`config.mk`:
```
export PLATFORM = sky130hd
export DESIGN_NAME = tt_logic_unit
export DESIGN_NICKNAME = d
export VERILOG_FILES = /design/src/rtl/tt_pkg.sv /design/src/rtl/tt_bitwise.sv /design/src/rtl/tt_cond_sel.sv /design/src/rtl/tt_flag_reg.sv /design/src/rtl/tt_logic_unit.sv
export SDC_FILE = /design/constraint.sdc
export NUM_CORES = 1
export LEC_CHECK = 0
export BUFFER_PORTS_ARGS = -buffer_cell sky130_fd_sc_hd__buf_2
export CORE_ASPECT_RATIO = 1.2
export CORE_MARGIN = 2
export CORE_UTILIZATION = 46
export CTS_BUF_LIST = sky130_fd_sc_hd__clkbuf_4 sky130_fd_sc_hd__clkbuf_8
export DETAILED_ROUTE_END_ITERATION = 16
export GPL_TIMING_DRIVEN = 0
export MAX_ROUTING_LAYER = met4
export PLACE_DENSITY_LB_ADDON = 0.3
export SLEW_MARGIN = 25
export SYNTH_ARGS = -nofsm -noshare
export SYNTH_HDL_FRONTEND = slang
export SYNTH_SLANG_ARGS = --single-unit
```
`constraint.sdc`:
```
create_clock -name clk -period 3 [get_ports clk]
set_input_delay 0.3 -clock clk [delete_from_list [all_inputs] [get_ports clk]]
set_output_delay 0.3 -clock clk [all_outputs]
set_load 0.02 [all_outputs]
```
`src/rtl/tt_pkg.sv`:
```
// Package: shared operation codes for the truth-table logic unit.
// Assumes a 2-bit operation field; code 1 belongs to an external arithmetic unit.
package tt_pkg;
    typedef enum logic [1:0] {
        OP_BITWISE = 2'd0,
        OP_ARITH   = 2'd1,
        OP_LOAD_SN = 2'd2,
        OP_LOAD_KV = 2'd3
    } tt_op_e;

    localparam int TT_ENTRIES = 4;
endpackage

```
`src/rtl/tt_bitwise.sv`:
```
// Module: per-bit programmable two-input function.
// Each output bit selects one of four table entries, indexed by
// {destination bit, source bit}. Purely combinational.
module tt_bitwise #(
    parameter int WIDTH = 16
) (
    input  logic [WIDTH-1:0] dst_i,
    input  logic [WIDTH-1:0] src_i,
    input  logic [3:0]       table_i,
    output logic [WIDTH-1:0] out_o
);
    // one 4:1 table lookup per bit position
    for (genvar b = 0; b < WIDTH; b++) begin : g_bit
        assign out_o[b] = table_i[{dst_i[b], src_i[b]}];
    end

    // guard: the copy table must reproduce the source
    always_comb begin
        if (table_i == 4'b1010) begin
            p_copy_src_r2: assert (out_o == src_i);
        end
    end
endmodule

```
`src/rtl/tt_cond_sel.sv`:
```
// Module: conditional-load decision.
// Picks the flag pair named by the operation code and looks it up in the
// truth table. Assumes the caller qualifies the result with valid and run.
module tt_cond_sel
    import tt_pkg::*;
(
    input  tt_op_e     op_i,
    input  logic [3:0] table_i,
    input  logic       s_i,
    input  logic       n_i,
    input  logic       k_i,
    input  logic       v_i,
    output logic       is_load_o,
    output logic       hit_o
);
    logic [1:0] pair;

    // choose which flag pair indexes the table
    always_comb begin
        pair      = {s_i, n_i};
        is_load_o = 1'b0;
        case (op_i)
            OP_LOAD_SN: begin pair = {s_i, n_i}; is_load_o = 1'b1; end
            OP_LOAD_KV: begin pair = {k_i, v_i}; is_load_o = 1'b1; end
            default:    begin pair = {s_i, n_i}; is_load_o = 1'b0; end
        endcase
    end

    // table lookup, meaningful only for the load codes
    assign hit_o = is_load_o & table_i[pair];

    // an all-ones table must always hit
    always_comb begin
        if (is_load_o && table_i == 4'b1111) begin
            p_full_table_hits_r11: assert (hit_o);
        end
    end
endmodule

```
`src/rtl/tt_flag_reg.sv`:
```
// Module: status flag storage.
// Sign/nonzero load from a bitwise result; carry/overflow load from the
// external arithmetic port. Synchronous active-low reset; run low clears all.
module tt_flag_reg (
    input  logic clk,
    input  logic rst_n,
    input  logic run,
    input  logic sn_upd,
    input  logic sn_s,
    input  logic sn_n,
    input  logic kv_upd,
    input  logic kv_k,
    input  logic kv_v,
    output logic s_o,
    output logic n_o,
    output logic k_o,
    output logic v_o
);
    // flag update with reset and run-stop clearing
    always_ff @(posedge clk) begin
        if (!rst_n || !run) begin
            s_o <= 1'b0;
            n_o <= 1'b0;
            k_o <= 1'b0;
            v_o <= 1'b0;
        end else begin
            if (sn_upd) begin
                s_o <= sn_s;
                n_o <= sn_n;
            end
            if (kv_upd) begin
                k_o <= kv_k;
                v_o <= kv_v;
            end
        end
    end

    // external port lands in carry/overflow one edge later
    p_kv_load_r8: assert property (@(posedge clk) disable iff (!rst_n)
        (kv_upd && run) |=> (k_o == $past(kv_k) && v_o == $past(kv_v)));
endmodule

```
`src/rtl/tt_logic_unit.sv`:
```
// Module: top of the truth-table logic unit.
// Combinational write-back value and enable; registered flags.
// Assumes the caller writes res_val into the destination when wr_en is high.
module tt_logic_unit
    import tt_pkg::*;
#(
    parameter int WIDTH = 16
) (
    input  logic             clk,
    input  logic             rst_n,
    input  logic             run,
    input  logic             in_valid,
    input  logic [1:0]       op_code,
    input  logic [3:0]       tt_mod,
    input  logic [WIDTH-1:0] dst_val,
    input  logic [WIDTH-1:0] src_val,
    input  logic             kv_upd,
    input  logic             kv_k,
    input  logic             kv_v,
    output logic [WIDTH-1:0] res_val,
    output logic             wr_en,
    output logic             flag_s,
    output logic             flag_n,
    output logic             flag_k,
    output logic             flag_v
);
    localparam int MSB = WIDTH - 1;

    tt_op_e           op;
    logic [WIDTH-1:0] bit_res;
    logic             is_load;
    logic             hit;
    logic             do_bitwise;
    logic             do_load;

    assign op = tt_op_e'(op_code);

    tt_bitwise #(.WIDTH(WIDTH)) u_bitwise (
        .dst_i   (dst_val),
        .src_i   (src_val),
        .table_i (tt_mod),
        .out_o   (bit_res)
    );

    tt_cond_sel u_cond (
        .op_i      (op),
        .table_i   (tt_mod),
        .s_i       (flag_s),
        .n_i       (flag_n),
        .k_i       (flag_k),
        .v_i       (flag_v),
        .is_load_o (is_load),
        .hit_o     (hit)
    );

    // qualify the two writing paths with valid and run
    assign do_bitwise = in_valid && run && (op == OP_BITWISE);
    assign do_load    = in_valid && run && hit;

    // write-back value and enable
    always_comb begin
        if (!run) begin
            res_val = '0;
            wr_en   = 1'b0;
        end else if (do_bitwise) begin
            res_val = bit_res;
            wr_en   = 1'b1;
        end else if (do_load) begin
            res_val = src_val;
            wr_en   = 1'b1;
        end else begin
            res_val = dst_val;
            wr_en   = 1'b0;
        end
    end

    tt_flag_reg u_flags (
        .clk    (clk),
        .rst_n  (rst_n),
        .run    (run),
        .sn_upd (do_bitwise),
        .sn_s   (bit_res[MSB]),
        .sn_n   (|bit_res[MSB-1:0]),
        .kv_upd (kv_upd),
        .kv_k   (kv_k),
        .kv_v   (kv_v),
        .s_o    (flag_s),
        .n_o    (flag_n),
        .k_o    (flag_k),
        .v_o    (flag_v)
    );

    // bitwise result sets sign and nonzero at the next edge
    p_bitwise_flags_r3: assert property (@(posedge clk) disable iff (!rst_n)
        (in_valid && run && op_code == 2'd0) |=>
        (flag_s == $past(res_val[MSB]) && flag_n == $past(|res_val[MSB-1:0])));

    // bitwise operation keeps carry and overflow
    p_bitwise_keeps_kv_r4: assert property (@(posedge clk) disable iff (!rst_n)
        (in_valid && run && op_code == 2'd0 && !kv_upd) |=> $stable({flag_k, flag_v}));

    // sign/nonzero load never touches sign/nonzero
    p_load_keeps_sn_r5: assert property (@(posedge clk) disable iff (!rst_n)
        (in_valid && run && op_code == 2'd2) |=> $stable({flag_s, flag_n}));

    // a failed conditional load writes nothing and passes dst through
    p_fail_no_write_r7: assert property (@(posedge clk) disable iff (!rst_n)
        (in_valid && run && is_load && !hit) |-> (!wr_en && res_val == dst_val));

    // run low clears all flags at the next edge
    p_run_clears_r9: assert property (@(posedge clk) disable iff (!rst_n)
        !run |=> ({flag_s, flag_n, flag_k, flag_v} == 4'b0000));
endmodule

```
---- Yosys cells after proc, flatten, opt, wreduce, memory -nomap -nowiden ----
Cells that the tools add are included.
word-level totals
  register bits after elaboration ......... 4
  input port bits ......................... 45
  output and inout port bits .............. 21
  logic and storage cells ................. 75
operators by class
  order comparisons ....................... 17
  equal/unequal tests ..................... 2
  muxes and demuxes ....................... 42
  bitwise operators ....................... 1
  reduce and logical (&&, ||, !) cells .... 9
operators with widths
  kind                  number
  $lt A2 B3 Y1 const B  17
  $mux W16              3
  $bmux W1 S2           17
  $mux W1               21
  $reduce_or A15 Y1     1
  $eq A2 B2 Y1 const B  2
  $logic_and A1 B1 Y1   3
  $logic_not A1 Y1      2
  $logic_not A2 Y1      1
  $mux W2               1
  $reduce_or A2 Y1      1
  $and A1 B1 Y1         1
  $logic_or A1 B1 Y1    1

---- Logic depth before layout (Yosys ltp) ----
Gate-level depths: netlist of the first run.
  word-level depth ........................ 9
  depth in mapped cells ................... 7

---- By module ----
A second synthesis of the first run with hierarchy kept.
second synthesis, totals
  cells, all modules ...................... 121
  area, all modules ....................... 1051.0 um2
by module, submodules not included
  module         times used  cells an instance  area an instance (um2)  sequential area each (um2)
  tt_logic_unit  1           83                 446.7                   0.0
  tt_bitwise     1           20                 412.9                   0.0
  tt_flag_reg    1           13                 138.9                   80.1
  tt_cond_sel    1           5                  52.6                    0.0

---- Least setup slack after synthesis of the first run ----
Ideal clock, no wire load.
  path type ............................... reg2out
  start point ............................. reg u_flags.v_o
  end point ............................... out res_val[10]
  data arrival time ....................... 1.873 ns
  data required time ...................... 2.700 ns
  slack ................................... 0.827 ns
  cell stages (with the launch flop) ...... 7
  cells stage by stage .................... dfxtp_1 and3_4 or3b_4 a211oi_4 buf_6 o21ai_1 a31oi_1
between the ends
  longest elaborated chain between the ends .. 8
ends and longest elaborated chain
  what                           RTL line             RTL
  start: declaration             tt_flag_reg.sv:17    output logic v_o
  start signal: assignment       tt_flag_reg.sv:33    v_o <= kv_v;
  $mux W2                        tt_cond_sel.sv:22    case (op_i)
  $bmux W1 S2                    tt_cond_sel.sv:30    assign hit_o = is_load_o & table_i[pair];
  $mux W1 (implied by the code)  tt_cond_sel.sv:30
  $and A1 B1 Y1                  tt_cond_sel.sv:30
  $logic_and A1 B1 Y1            tt_logic_unit.sv:58  assign do_load = in_valid && run && hit;
  $mux W16                       tt_logic_unit.sv:68  end else if (do_load) begin
  $mux W16                       tt_logic_unit.sv:65  end else if (do_bitwise) begin
  $mux W16                       tt_logic_unit.sv:62  if (!run) begin
  end: declaration               tt_logic_unit.sv:20  output logic [WIDTH-1:0] res_val,
Every way passes these cells. The select of a mux whose other input is x is not followed.

---- Final worst setup path of the first run ----
  start point ............................. reg u_flags.v_o
  end point ............................... out res_val[13]
Same word-level chain as after synthesis.

==> flow_summary.ini, run 1 <==
[cts]
clockBufferDepth = 2
cts_setup_buffers = 0
postCtsHoldBufs = 0
cts_tree = done
cts_root_buf = clkbuf_4
postCtsResizedCells = 0
path_clk_slew_ns = 0.03
clkLatencyLatePin_ns = 0.23
htreeDepth = 1
cts_made_buffers = 3
cts.sinks = 4

[synth]
ys_types = 32
synth.net_count = 174
synthCells = 129
yosysSeqAreaShare_pct = 6.94
synth_top_cell_area_share_pct = 27.3
synth.area.top_cells = mux4_2 (27%), o21ai_0 (9.5%), a31oi_1 (9.2%)
ys_ff_latch = 4
syn_area_per_cell_sq_um = 8.94
netlist_area_sq_um = 1150
ys_warn_count = 0
synth_top_area_cell = mux4_2

[drt]
drt_iter0_drc = 78
vias_per_cell = 6.63
ant_nets = 0
num_vias = 1512
drc_errors = 0
wire_per_inst_microns = 18.0
firstDrtPassIters = 4
totalWireLength_mm = 4.10

[floorplanning]
start_util_pct = 49.5
num_rows = 19
dieWidth_microns = 49.7
pin_count = 66
core_sq_um = 2330
dieArea_sq_um = 2930
die_h_microns = 58.9

[final_layout]
syn_to_final_growth_pct = 33.5
drive_gt1_share_pct = 51.3
final_util_pct = 66.1
nFillCells = 229
n_antenna_cell = 0
stdcell_area_sq_um = 1540
nets = 244

[sta]
period_needed_ns = 2.49
fin_tns_setup_ns = 0
final.period_utilization_pct = 83.1
slew_viol_final = 0
worst_slack_ns = 0.508
max_slew_margin_pct = 67.9
hold_viol = 0
worst_pin_slew_ns = 0.481
rsz0062_at_grt = false
setup_viol = 0
fmax_mhz = 401
clock_skew_ns = 0

[power]
ir_worst_vdd_uv = 156
leakagePower_nw = 0.667
cellPowerDensity_nw_per_um2 = 206
power_uw = 318

[setup_path]
end_kind = primary output
timing.rr.start = u_flags.n_o$_SDFFE_PP0P_
cp_max_fo = 10
r2r_end = u_flags.n_o$_SDFFE_PP0P_
rr_worst_depth = 2
startpoint = u_flags.v_o$_SDFFE_PP0P_
crit_required_ns = 2.70
worstPathArrival_ns = 2.19
cp-start-kind = flip-flop
crit_type = reg2out
reg2reg_slack_ns = 2.25
critPathCapture = res_val[13]

[global_routing]
grt_pass1_wl_mm = 6.69
grt_max_degree = 11
gr-usage-all-layers_pct = 30.1
grt.overflow.total = 0
grt_antenna_before_repair = 0
grt_pass1_vias = 1448

[status]
outcome = completed

[run]
drv_cap = 0

[placed_design]
io_buffer_count = 65
placed_area_sq_um = 1520
dp_slack_ns = 0.643
hpwl_mm = 3.13
gp_congestion = 0.859

[hold_path]
holdCritPathClass = in2reg
## critical path: stages (launching register included)
cell and delay, ns:
dfxtp_1 0.32, and3_4 0.16, or3b_4 0.41, a211oi_4 0.39, buf_6 0.21, o21ai_1 0.09
a31oi_1 0.18, buf_2 0.19
## report_power, final
part / switching, mW / internal [mW]
Clock: 0.0195 / 0.0445
Combinational: 0.105 / 0.0929
Sequential: 0.00129 / 0.0548
## cells by family (layout without fill, tap and decap cells)
logic type	Yosys count	count (layout)	synth area share [%]
AO/OA/AOI/OAI	55	55	29.6
buffers and inverters	14	82	9.87
flip-flops	4	4	6.94
multiplexers	20	20	36.2
AND/OR/NAND/NOR	36	36	17.4
## stage by stage
stage / hold slack, ns / std cells
2_1_floorplan: 0.447 / 129
3_3_place_gp: 0.531 / 225
3_5_place_dp: 0.546 / 225
4_1_cts: 0.309 / 228
5_1_grt: 0.322 / 228
6_report: 0.312 / 228
## cell usage after synthesis, drive strengths merged
| cell | instances |
|---|---|
| or2 | 1 |
| mux4 | 16 |
| a211oi | 1 |
| o2111ai | 1 |
| a21boi | 1 |
| o21ai | 32 |
| nand3 | 19 |
| a311oi | 1 |
| a31oi | 17 |
| clkdlybuf4s50 | 1 |
| or3 | 1 |
| nor4 | 3 |
| a211o | 1 |
| or3b | 1 |
| nand2 | 3 |
| o2111a | 1 |
| clkbuf | 9 |
| mux2i | 4 |
| nor2 | 5 |
| and3 | 2 |
| dfxtp | 4 |
| or4 | 1 |
| buf | 4 |
## flip-flops by register name (all words and copies together) (netlist names)
register and cells:
u_flags.s_o 1, u_flags.k_o 1, u_flags.v_o 1, u_flags.n_o 1
## metal layers
metal / share of wire (%) / GRT usage [%]
met5: 0 / -
met4: 1.9 / 10.7
met3: 10 / 2.79
met2: 52 / 52.4
met1: 35 / 36.4
## cell usage in the layout, fill, tap and decap left out, drive strengths merged
master         netlist  final
o21ai               32     32
o2111a               1      1
a211o                1      1
or3b                 1      1
o2111ai              1      1
mux4                16     16
nor2                 5      5
a31oi               17     17
a311oi               1      1
clkbuf               9     12
nor4                 3      3
clkdlybuf4s50        1      1
buf                  4     69
a21boi               1      1
or2                  1      1
or3                  1      1
a211oi               1      1
dfxtp                4      4
mux2i                4      4
and3                 2      2
nand2                3      3
or4                  1      1
nand3               19     19
## cell type report
| cell class | instances | area (sq um) | share of cell area [%] |
|---|---|---|---|
| Sequential cell | 4 | 80.1 | 5.20 |
| Multi-Input combinational cell | 111 | 960 | 62.3 |
| Tap cell | 31 | 38.8 | 2.52 |
| Timing Repair Buffer | 65 | 325 | 21.1 |
| Clock buffer | 3 | 22.5 | 1.46 |
| Buffer | 14 | 114 | 7.39 |
## worst min path at each step
| stage | slack (ns) | endpoint | from | cells after the start |
|---|---|---|---|---|
| after floorplan | 0.45 | u_flags.k_o$_SDFFE_PP0P_ | kv_k | 2 |
| after global placement | 0.53 | u_flags.v_o$_SDFFE_PP0P_ | u_flags.v_o$_SDFFE_PP0P_ | 2 |
| after detailed placement | 0.55 | u_flags.k_o$_SDFFE_PP0P_ | kv_k | 3 |
| after CTS | 0.31 | u_flags.k_o$_SDFFE_PP0P_ | kv_k | 3 |
| after global routing | 0.32 | u_flags.k_o$_SDFFE_PP0P_ | kv_k | 3 |
| final | 0.31 | u_flags.k_o$_SDFFE_PP0P_ | kv_k | 3 |
Power figures use the tool's default switching activity.
==> inputs of run 2 (changes only) <==
==> constraint.sdc (replaced) <==
create_clock -name clk -period 2.45 [get_ports clk]
set_input_delay 0.245 -clock clk [delete_from_list [all_inputs] [get_ports clk]]
set_output_delay 0.245 -clock clk [all_outputs]
set_load 0.02 [all_outputs]
==> run 2 against run 1 <==
Die area did not move. First-iteration DRC count rose by 31%. Core utilization rose by 1.5 points. Global-route usage did not move. Setup slack got worse by 0.43 ns. Register-to-register slack got worse by 0.55 ns. Combinational power rose by 23%. Cell count rose by 1.3%. Clock power rose by 21%. Critical path type unchanged.
==> flow_summary.ini, run 2 (same netlist as run 1, synthesis figures left out) <==
[status]
outcome = completed

[sta]
fin_hold_ws_ns = 0.256
slew_viol_final = 0
worst_pin_slew_ns = 0.477
fmax_mhz = 422
worst_slack_ns = 0.0807
period_needed_ns = 2.37
fin_tns_setup_ns = 0
setup_viol = 0
hold_viol = 0
final.period_utilization_pct = 96.7
clock_skew_ns = 0
max_slew_margin_pct = 68.2

[setup_path]
cp_max_fo = 8
cp-start-kind = flip-flop
worstPathArrival_ns = 2.12
startpoint = u_flags.v_o$_SDFFE_PP0P_
rr_worst_depth = 2
crit_type = reg2out
crit_required_ns = 2.20
timing.rr.start = u_flags.n_o$_SDFFE_PP0P_
end_kind = primary output

[placed_design]
hpwl_mm = 3.13
dp_cells = 225
gp_congestion = 0.859
dp_slack_ns = 0.203
io_buffer_count = 65

[power]
swShare_pct = 39.3
power_switching_uw = 153
power_uw = 389
pwr-share-clk_pct = 19.9
cellPowerDensity_nw_per_um2 = 247
ir_worst_vdd_uv = 189
p_seq_share_pct = 17.6
p_int_uw = 236
leakagePower_nw = 0.685
pwr-share-comb_pct = 62.5

[floorplanning]
dieWidth_microns = 49.7
num_rows = 19
dieArea_sq_um = 2930
pin_count = 66
die_h_microns = 58.9
start_util_pct = 49.5
core_sq_um = 2330

[cts]
cts_made_buffers = 3
clockBufferDepth = 2
clkLatencyLatePin_ns = 0.23
cts_root_buf = clkbuf_4
htreeDepth = 1
cts_tree = done
path_clk_slew_ns = 0.03
cts.sinks = 4

[drt]
drc_errors = 0
firstDrtPassIters = 4
ant_nets = 0
drt_iter0_drc = 102
wire_per_inst_microns = 17.9
totalWireLength_mm = 4.15
num_vias = 1520
vias_per_cell = 6.58

[final_layout]
final-instance-count-excl-fill = 231
drive_gt1_share_pct = 52.5
n_antenna_cell = 0
nets = 247
final_common_cell = buf_2
layout_common_cells = buf_2 (64), o21ai_0 (22), nand3_1 (19)
syn_to_final_growth_pct = 36.6
nFillCells = 228

[global_routing]
grt_pass1_wl_mm = 6.69
grt.overflow.total = 0
grt_pass1_vias = 1448
gr-usage-all-layers_pct = 30.1
grt_max_degree = 11
grt_antenna_before_repair = 0

[run]
drv_cap = 0

[hold_path]
hp-start = kv_k
holdCritPathClass = in2reg
min_path_cells = 3
run 2: changes by cell type in the layout (fill, tap and decap cells not counted):
cell / delta
buf_4: +3
a21boi_1: -1
a21boi_2: +1
buf_2: -1
buf_6: +1
clkbuf_2: -1
clkbuf_4: +1
run 2: worst max-delay path, stage by stage, from the launching register on:
cell and delay (ns):
dfxtp_1 0.32, and3_4 0.16, or3b_4 0.41, a211oi_4 0.24
buf_6 0.16, buf_4 0.15, o21ai_1 0.08, a31oi_1 0.17
buf_2 0.18
run 2: through the flow:
stage	area, sq um	utilization (%)
3_5_place_dp	1520	65.1
4_1_cts	1540	66.1
2_1_floorplan	1150	-
3_3_place_gp	1520	65.1
6_report	1580	67.6
5_1_grt	1580	67.6
run 2: power by group through the flow:
stage	registers [mW]	logic, mW	clock network (mW)
after floorplan	0.0710	0.143	0
after global placement	0.0694	0.232	0
after detailed placement	0.0695	0.239	0
after CTS	0.0687	0.240	0.0804
after global routing	0.0687	0.262	0.0835
final	0.0686	0.243	0.0774
run 2: final cells by class:
class	count	area [sq um]	share of cell area, %
Sequential cell	4	80.1	5.08
Timing Repair Buffer	68	354	22.5
Multi-Input combinational cell	111	963	61.2
Buffer	14	116	7.39
Clock buffer	3	22.5	1.43
Tap cell	31	38.8	2.46
run 2: final timing paths:
kind	endpoint	slack, ns
worst max-delay path	res_val[5]	0.08
worst min-delay path	u_flags.k_o$_SDFFE_PP0P_	0.26
worst max register to register	u_flags.n_o$_SDFFE_PP0P_	1.70
worst min register to register	u_flags.k_o$_SDFFE_PP0P_	0.57
run 2: metal layers:
metal	part of all wire (%)	vias to the layer above	global-route usage (%)
li1	-	690	-
met1	36	719	36.4
met2	52	91	52.4
met3	8.6	20	2.79
met4	3.0	0	10.7
met5	0	-	-
run 2: what timing repair did:
action,4_1_cts,5_1_grt
setup endpoints to repair,0,13
buffers inserted,0,2
gates resized for setup,0,7
hold buffers,0,0
